[src/rtl/timer_pkg.sv]
package timer_pkg;
  typedef enum logic [1:0] {
    MODE_NORMAL = 2'b00,
    MODE_PHASE  = 2'b01,
    MODE_CTC    = 2'b10,
    MODE_FAST   = 2'b11
  } mode_e;

  typedef enum logic [1:0] {
    ACT_HOLD   = 2'b00,
    ACT_TOGGLE = 2'b01,
    ACT_CLEAR  = 2'b10,
    ACT_SET    = 2'b11
  } act_e;
endpackage

[src/rtl/timer_prescaler.sv]
module timer_prescaler #(
  parameter int PRE_W = 10
) (
  input  logic       clk_i,
  input  logic       rst_ni,
  input  logic [2:0] sel_i,
  output logic       tick_o
);
  logic [PRE_W-1:0] pre_q;
  logic [PRE_W-1:0] mask;
  logic             run;

  always_comb begin
    run  = 1'b1;
    mask = '0;
    unique case (sel_i)
      3'd1: mask = PRE_W'((1 << 0) - 1);
      3'd2: mask = PRE_W'((1 << 3) - 1);
      3'd3: mask = PRE_W'((1 << 6) - 1);
      3'd4: mask = PRE_W'((1 << 8) - 1);
      3'd5: mask = PRE_W'((1 << 10) - 1);
      default: run = 1'b0;
    endcase
  end

  always_ff @(posedge clk_i or negedge rst_ni)
    if (!rst_ni) pre_q <= '0;
    else         pre_q <= pre_q + 1'b1;

  assign tick_o = run && ((pre_q & mask) == mask);
endmodule

[src/rtl/timer_counter.sv]
module timer_counter
  import timer_pkg::*;
#(
  parameter int CNT_W = 8
) (
  input  logic             clk_i,
  input  logic             rst_ni,
  input  logic             tick_i,
  input  mode_e            mode_i,
  input  logic             cnt_we_i,
  input  logic [CNT_W-1:0] cnt_wdata_i,
  input  logic             cmp_we_i,
  input  logic [CNT_W-1:0] cmp_wdata_i,
  output logic [CNT_W-1:0] cnt_o,
  output logic [CNT_W-1:0] cmp_o,
  output logic             down_o,
  output logic             match_o,
  output logic             bottom_o,
  output logic             ovf_evt_o
);
  localparam logic [CNT_W-1:0] CNT_MAX = '1;
  localparam logic [CNT_W-1:0] CNT_ONE = CNT_W'(1);

  logic [CNT_W-1:0] cnt_q, cnt_d, buf_q, buf_d, eff_q, eff_d;
  logic             dir_q, dir_d;
  logic             adv, pwm, at_top;

  assign adv     = tick_i && !cnt_we_i;
  assign pwm     = (mode_i == MODE_FAST) || (mode_i == MODE_PHASE);
  assign at_top  = cnt_q == CNT_MAX;
  assign match_o = adv && (cnt_q == eff_q);
  assign bottom_o = adv && (mode_i == MODE_FAST) && at_top;
  assign ovf_evt_o = adv && ((mode_i == MODE_PHASE) ? (dir_q && cnt_q == CNT_ONE) : at_top);

  always_comb begin
    cnt_d = cnt_q;
    dir_d = (mode_i == MODE_PHASE) ? dir_q : 1'b0;
    if (cnt_we_i) cnt_d = cnt_wdata_i;
    else if (tick_i) begin
      unique case (mode_i)
        MODE_CTC:   cnt_d = match_o ? '0 : cnt_q + 1'b1;
        MODE_PHASE: begin
          if (!dir_q) begin
            if (at_top) begin dir_d = 1'b1; cnt_d = cnt_q - 1'b1; end
            else cnt_d = cnt_q + 1'b1;
          end else begin
            if (cnt_q == '0) begin dir_d = 1'b0; cnt_d = CNT_ONE; end
            else cnt_d = cnt_q - 1'b1;
          end
        end
        default:    cnt_d = cnt_q + 1'b1;
      endcase
    end
  end

  // shadow compare: direct in non-PWM modes, copied at top in PWM modes
  always_comb begin
    buf_d = cmp_we_i ? cmp_wdata_i : buf_q;
    eff_d = eff_q;
    if (cmp_we_i && !pwm)           eff_d = cmp_wdata_i;
    else if (pwm && adv && at_top)  eff_d = buf_d;
  end

  always_ff @(posedge clk_i or negedge rst_ni)
    if (!rst_ni) begin
      cnt_q <= '0;
      dir_q <= 1'b0;
      buf_q <= '0;
      eff_q <= '0;
    end else begin
      cnt_q <= cnt_d;
      dir_q <= dir_d;
      buf_q <= buf_d;
      eff_q <= eff_d;
    end

  assign cnt_o  = cnt_q;
  assign cmp_o  = eff_q;
  assign down_o = dir_q;
endmodule

[src/rtl/timer_flag.sv]
module timer_flag (
  input  logic clk_i,
  input  logic rst_ni,
  input  logic set_i,
  input  logic clr_i,
  input  logic ack_i,
  input  logic ie_i,
  input  logic gie_i,
  output logic flag_o,
  output logic irq_o
);
  logic flag_q;

  assign irq_o  = flag_q && ie_i && gie_i;
  assign flag_o = flag_q;

  always_ff @(posedge clk_i or negedge rst_ni)
    if (!rst_ni)                       flag_q <= 1'b0;
    else if (set_i)                    flag_q <= 1'b1;
    else if (clr_i || (ack_i && irq_o)) flag_q <= 1'b0;
endmodule

[src/rtl/timer_wave.sv]
module timer_wave
  import timer_pkg::*;
(
  input  logic  clk_i,
  input  logic  rst_ni,
  input  mode_e mode_i,
  input  act_e  act_i,
  input  logic  match_i,
  input  logic  bottom_i,
  input  logic  down_i,
  output logic  wave_o
);
  logic wave_q, wave_d;

  always_comb begin
    wave_d = wave_q;
    unique case (mode_i)
      MODE_FAST: begin
        if (bottom_i) begin
          if (act_i == ACT_CLEAR)    wave_d = 1'b1;
          else if (act_i == ACT_SET) wave_d = 1'b0;
        end else if (match_i) begin
          if (act_i == ACT_CLEAR)    wave_d = 1'b0;
          else if (act_i == ACT_SET) wave_d = 1'b1;
        end
      end
      MODE_PHASE: begin
        if (match_i) begin
          if (act_i == ACT_CLEAR)    wave_d = down_i;
          else if (act_i == ACT_SET) wave_d = !down_i;
        end
      end
      default: begin
        if (match_i) begin
          unique case (act_i)
            ACT_TOGGLE: wave_d = !wave_q;
            ACT_CLEAR:  wave_d = 1'b0;
            ACT_SET:    wave_d = 1'b1;
            default:    wave_d = wave_q;
          endcase
        end
      end
    endcase
  end

  always_ff @(posedge clk_i or negedge rst_ni)
    if (!rst_ni) wave_q <= 1'b0;
    else         wave_q <= wave_d;

  assign wave_o = wave_q;
endmodule

[src/rtl/timer_unit.sv]
module timer_unit
  import timer_pkg::*;
#(
  parameter int CNT_W = 8,
  parameter int PRE_W = 10
) (
  input  logic             clk_i,
  input  logic             rst_ni,
  input  logic [1:0]       mode_i,
  input  logic [2:0]       clk_sel_i,
  input  logic [1:0]       out_act_i,
  input  logic             ovf_ie_i,
  input  logic             cmp_ie_i,
  input  logic             gie_i,
  input  logic             cnt_we_i,
  input  logic [CNT_W-1:0] cnt_wdata_i,
  input  logic             cmp_we_i,
  input  logic [CNT_W-1:0] cmp_wdata_i,
  input  logic             ovf_clr_i,
  input  logic             cmp_clr_i,
  input  logic             ovf_ack_i,
  input  logic             cmp_ack_i,
  output logic [CNT_W-1:0] cnt_o,
  output logic [CNT_W-1:0] cmp_o,
  output logic             ovf_flag_o,
  output logic             cmp_flag_o,
  output logic             ovf_irq_o,
  output logic             cmp_irq_o,
  output logic             wave_o
);
  localparam int N_FLAG = 2;

  mode_e mode;
  logic  tick, down, match, bottom, ovf_evt;
  logic [N_FLAG-1:0] f_set, f_clr, f_ack, f_ie, f_flag, f_irq;

  assign mode = mode_e'(mode_i);

  timer_prescaler #(.PRE_W(PRE_W)) u_pre (
    .clk_i, .rst_ni, .sel_i(clk_sel_i), .tick_o(tick)
  );

  timer_counter #(.CNT_W(CNT_W)) u_cnt (
    .clk_i, .rst_ni, .tick_i(tick), .mode_i(mode),
    .cnt_we_i, .cnt_wdata_i, .cmp_we_i, .cmp_wdata_i,
    .cnt_o, .cmp_o, .down_o(down), .match_o(match),
    .bottom_o(bottom), .ovf_evt_o(ovf_evt)
  );

  // index 0: overflow, index 1: compare
  assign f_set = {match, ovf_evt};
  assign f_clr = {cmp_clr_i, ovf_clr_i};
  assign f_ack = {cmp_ack_i, ovf_ack_i};
  assign f_ie  = {cmp_ie_i, ovf_ie_i};

  for (genvar i = 0; i < N_FLAG; i++) begin : g_flag
    timer_flag u_flag (
      .clk_i, .rst_ni, .set_i(f_set[i]), .clr_i(f_clr[i]), .ack_i(f_ack[i]),
      .ie_i(f_ie[i]), .gie_i, .flag_o(f_flag[i]), .irq_o(f_irq[i])
    );
  end

  assign ovf_flag_o = f_flag[0];
  assign cmp_flag_o = f_flag[1];
  assign ovf_irq_o  = f_irq[0];
  assign cmp_irq_o  = f_irq[1];

  timer_wave u_wave (
    .clk_i, .rst_ni, .mode_i(mode), .act_i(act_e'(out_act_i)),
    .match_i(match), .bottom_i(bottom), .down_i(down), .wave_o
  );
endmodule

[config.mk]
export PLATFORM = sky130hd
export DESIGN_NAME = timer_unit
export DESIGN_NICKNAME = d
export VERILOG_FILES = /design/src/rtl/timer_pkg.sv /design/src/rtl/timer_prescaler.sv /design/src/rtl/timer_counter.sv /design/src/rtl/timer_flag.sv /design/src/rtl/timer_wave.sv /design/src/rtl/timer_unit.sv
export SDC_FILE = /design/constraint.sdc
export NUM_CORES = 1
export LEC_CHECK = 0
export CAP_MARGIN = 20
export CORE_MARGIN = 3
export CORE_UTILIZATION = 52
export CTS_BUF_LIST = sky130_fd_sc_hd__clkbuf_8
export CTS_CLUSTER_DIAMETER = 60
export DETAILED_ROUTE_END_ITERATION = 8
export GPL_ROUTABILITY_DRIVEN = 0
export PLACE_DENSITY_LB_ADDON = 0.05
export SETUP_SLACK_MARGIN = 0.15
export SYNTH_ARGS = -nofsm -noshare
export SYNTH_HDL_FRONTEND = slang
export SYNTH_SLANG_ARGS = --single-unit
[constraint.sdc]
create_clock -name clk_i -period 2.6 [get_ports clk_i]
set_input_delay 0.65 -clock clk_i [delete_from_list [all_inputs] [get_ports clk_i]]
set_output_delay 0.65 -clock clk_i [all_outputs]
set_load 0.01 [all_outputs]
==> metrics <==
status=completed; root buffer cell=clkbuf_8; DRT Pass-1 Iters=4; CTS max path bufs=2; CP Launch Type=input pin; setup tns final=0 ns; RSZ-0062 raised after global routing=yes; starting density of the core=a little over half; Pins Over Slew Limit=0; total gr overflow=0; Pwr per Cell Area=541 nW/um^2; count of input and output buffers=54; final period utilization=between 90% and 100%; EDFF count, synth=0; post-detail-place hpwl=between 4000 and 5000 microns; Worst Skew=0.00981 ns; CTS H-tree depth=2; final setup vio count=0; R2R cell count=9; asr flop ratio synth=100%; FP Rows=24; Main synth FF type=dfrtp_1; critical path class=input pin to register; cell taking the most area after synthesis=dfrtp_1; crit path capture type=register; slack of the critical path=between 0.2 and 0.25 ns; vias in the first global route=2254; die height=74.4 microns; wire per inst=roughly 16 microns; Max Clk Rate=around 420 MHz; maxcap violations=0; first-pass GRT wire length=10400 microns; Fin. Hold Viols=0; setup bufs post-CTS=0; final wirelength=about 6200 microns; post-place setup slack=-0.177 ns; Worst R2R Setup Slack=roughly 0.28 ns; clk_lat worst skew=approximately 0.29 ns; Yosys top cell area share=between 30 and 40%; CP Capture Point=u_wave.wave_o; Final Power=roughly 1.8 mW; floorplan die width=about 74 microns; Sink Count=38; most common cell after layout, fill and taps aside=clkdlybuf4s50_1; synth unique cells=56; end-of-flow core utilization=between 70% and 80%; Core ar.=roughly 4400 sq um; Tightest Pin Transition=around 0.84 ns; vias=~2200; worst flop-to-flop path endpoint=u_cnt.cnt_o[3]; share of cells above drive strength 1=a little under a fifth; crit path time final=between 2 and 2.5 ns; synthesized cell area=2430 sq um; Nets=between 300 and 400; synthesized net count=298; Storage cell area=approximately 950 sq um; CTS tree=yes; Mapped Cells=256; residual DRC count=0; largest net degree at the start of global routing=39; # hold bufs at CTS=0; area occupied by multi-input gates=approximately 1400 sq um; commonest non-fill, non-tap cells in the layout=51 x clkdlybuf4s50_1, 38 x dfrtp_1, 29 x buf_4; Final ANT Viol Nets=0; crit path from=clk_sel_i[0]; worst r2r src=u_cnt.cnt_o[0]; fill cell count=344; Via-to-Cell Ratio=just under 6; Diodes inserted=0; hold_ws=~0.45 ns; Synth Area per Inst=about 9.5 sq um; area delta synth->final=38.3%; Area contributors post-synth=dfrtp_1 39%, mux2_2 7.4%, xnor2_1 5.8%, ha_1 4.1%, nand2_1 3.4%; register bit count reported by yosys=38; LEAKAGE=1.39 nW; I/O pin count=55; CP arrival=roughly 2.5 ns; Max-slew headroom=43.9%; Die Area=between 5000 and 6000 sq um; Worst VDD drop=between 0.0004 and 0.0005 V; cts bufs inserted=5; 1st-iter DRT viols=167; Yosys warning count=0; CP max FO=10; WP data required=between 2 and 3 ns; post-synthesis sequential area ratio=about two fifths; GRT Total Usage=a little under a quarter; initial antenna violation count=0; Clock Pin Slew Worst Setup and Hold Paths=0.08 ns; HP Class=input pin to async pin
[worst min-delay path by stage]
stage / start / to / slack (ns) / cells past startpoint
4_1_cts: u_pre.pre_q[5] / u_pre.pre_q[5] / 0.47 / 1
3_5_place_dp: u_pre.pre_q[5] / u_pre.pre_q[5] / 0.46 / 1
5_1_grt: u_pre.pre_q[9] / u_pre.pre_q[9] / 0.50 / 1
3_3_place_gp: u_pre.pre_q[5] / u_pre.pre_q[5] / 0.45 / 1
2_1_floorplan: rst_ni / g_flag[0].u_flag.flag_o / 0.35 / 0
6_report: rst_ni / g_flag[1].u_flag.flag_o / 0.45 / 1
[layer usage]
layer  global-route usage [%]  vias up  part of all wire [%]
met2                     40.1       83                    47
met5                        0        -                     0
met1                     31.1     1037                    44
met3                     4.05       15                   6.5
li1                         -     1090                     -
met4                     8.30        0                   2.2
[cell usage after synthesis (8+ instances only)]
master and number:
mux2_2 16, clkbuf_1 8, nor2_1 11, nand2_1 22, ha_1 8, xnor2_1 16, a21oi_1 15, o21ai_0 10
inv_1 12, dfrtp_1 38
[final cells by class]
type                            count  area share (%)
Inverter                           12            1.34
Multi-Input combinational cell    193            42.1
Tap cell                           52            1.93
Clock inverter                      3            2.05
Clock buffer                        5            2.05
Sequential cell                    38            28.3
Timing Repair Buffer               83            22.3
[flip-flops by register name, summed over array words and instances, names as in the netlist]
signal,flops
u_pre.pre_q,10
u_cnt.buf_q,8
u_cnt.cmp_o,8
u_cnt.cnt_o,8
g_flag.u_flag.flag_o,2
u_cnt.down_o,1
u_wave.wave_o,1
[power breakdown]
part | internal (mW) | leakage (nW) | switching (mW)
Clock | 0.385 | 0.0683 | 0.222
Sequential | 0.646 | 0.456 | 0.0490
Combinational | 0.285 | 0.868 | 0.235
[kinds of logic (layout without fill, tap and decap cells)]
logic type	after synthesis	after routing	synth area share [%]
AO/OA/AOI/OAI	66	66	18.8
adder cells (fa/ha/maj)	8	8	4.11
XOR/XNOR	22	22	7.92
buffers and inverters	25	103	4.32
multiplexers	17	17	7.81
AND/OR/NAND/NOR	80	80	17.9
flip-flops	38	38	39.1
[critical path: stages]
cell             delay [ns]
clkdlybuf4s50_1        0.45
a2111o_1               0.50
a211oi_2               0.28
buf_4                  0.23
a21oi_1                0.08
a311oi_1               0.23
o21ai_0                0.12
[timing repair]
item,in CTS,in global routing
gates resized for setup,4,7
pin swaps,0,2
setup endpoints to repair,10,13
[stage by stage]
step / area (sq um) / instances
after CTS: 3340 / 386
after global placement: 3190 / 378
after floorplan: 2430 / 256
final: 3360 / 386
after detailed placement: 3190 / 378
after global routing: 3360 / 386
Power figures use the tool's default switching activity.
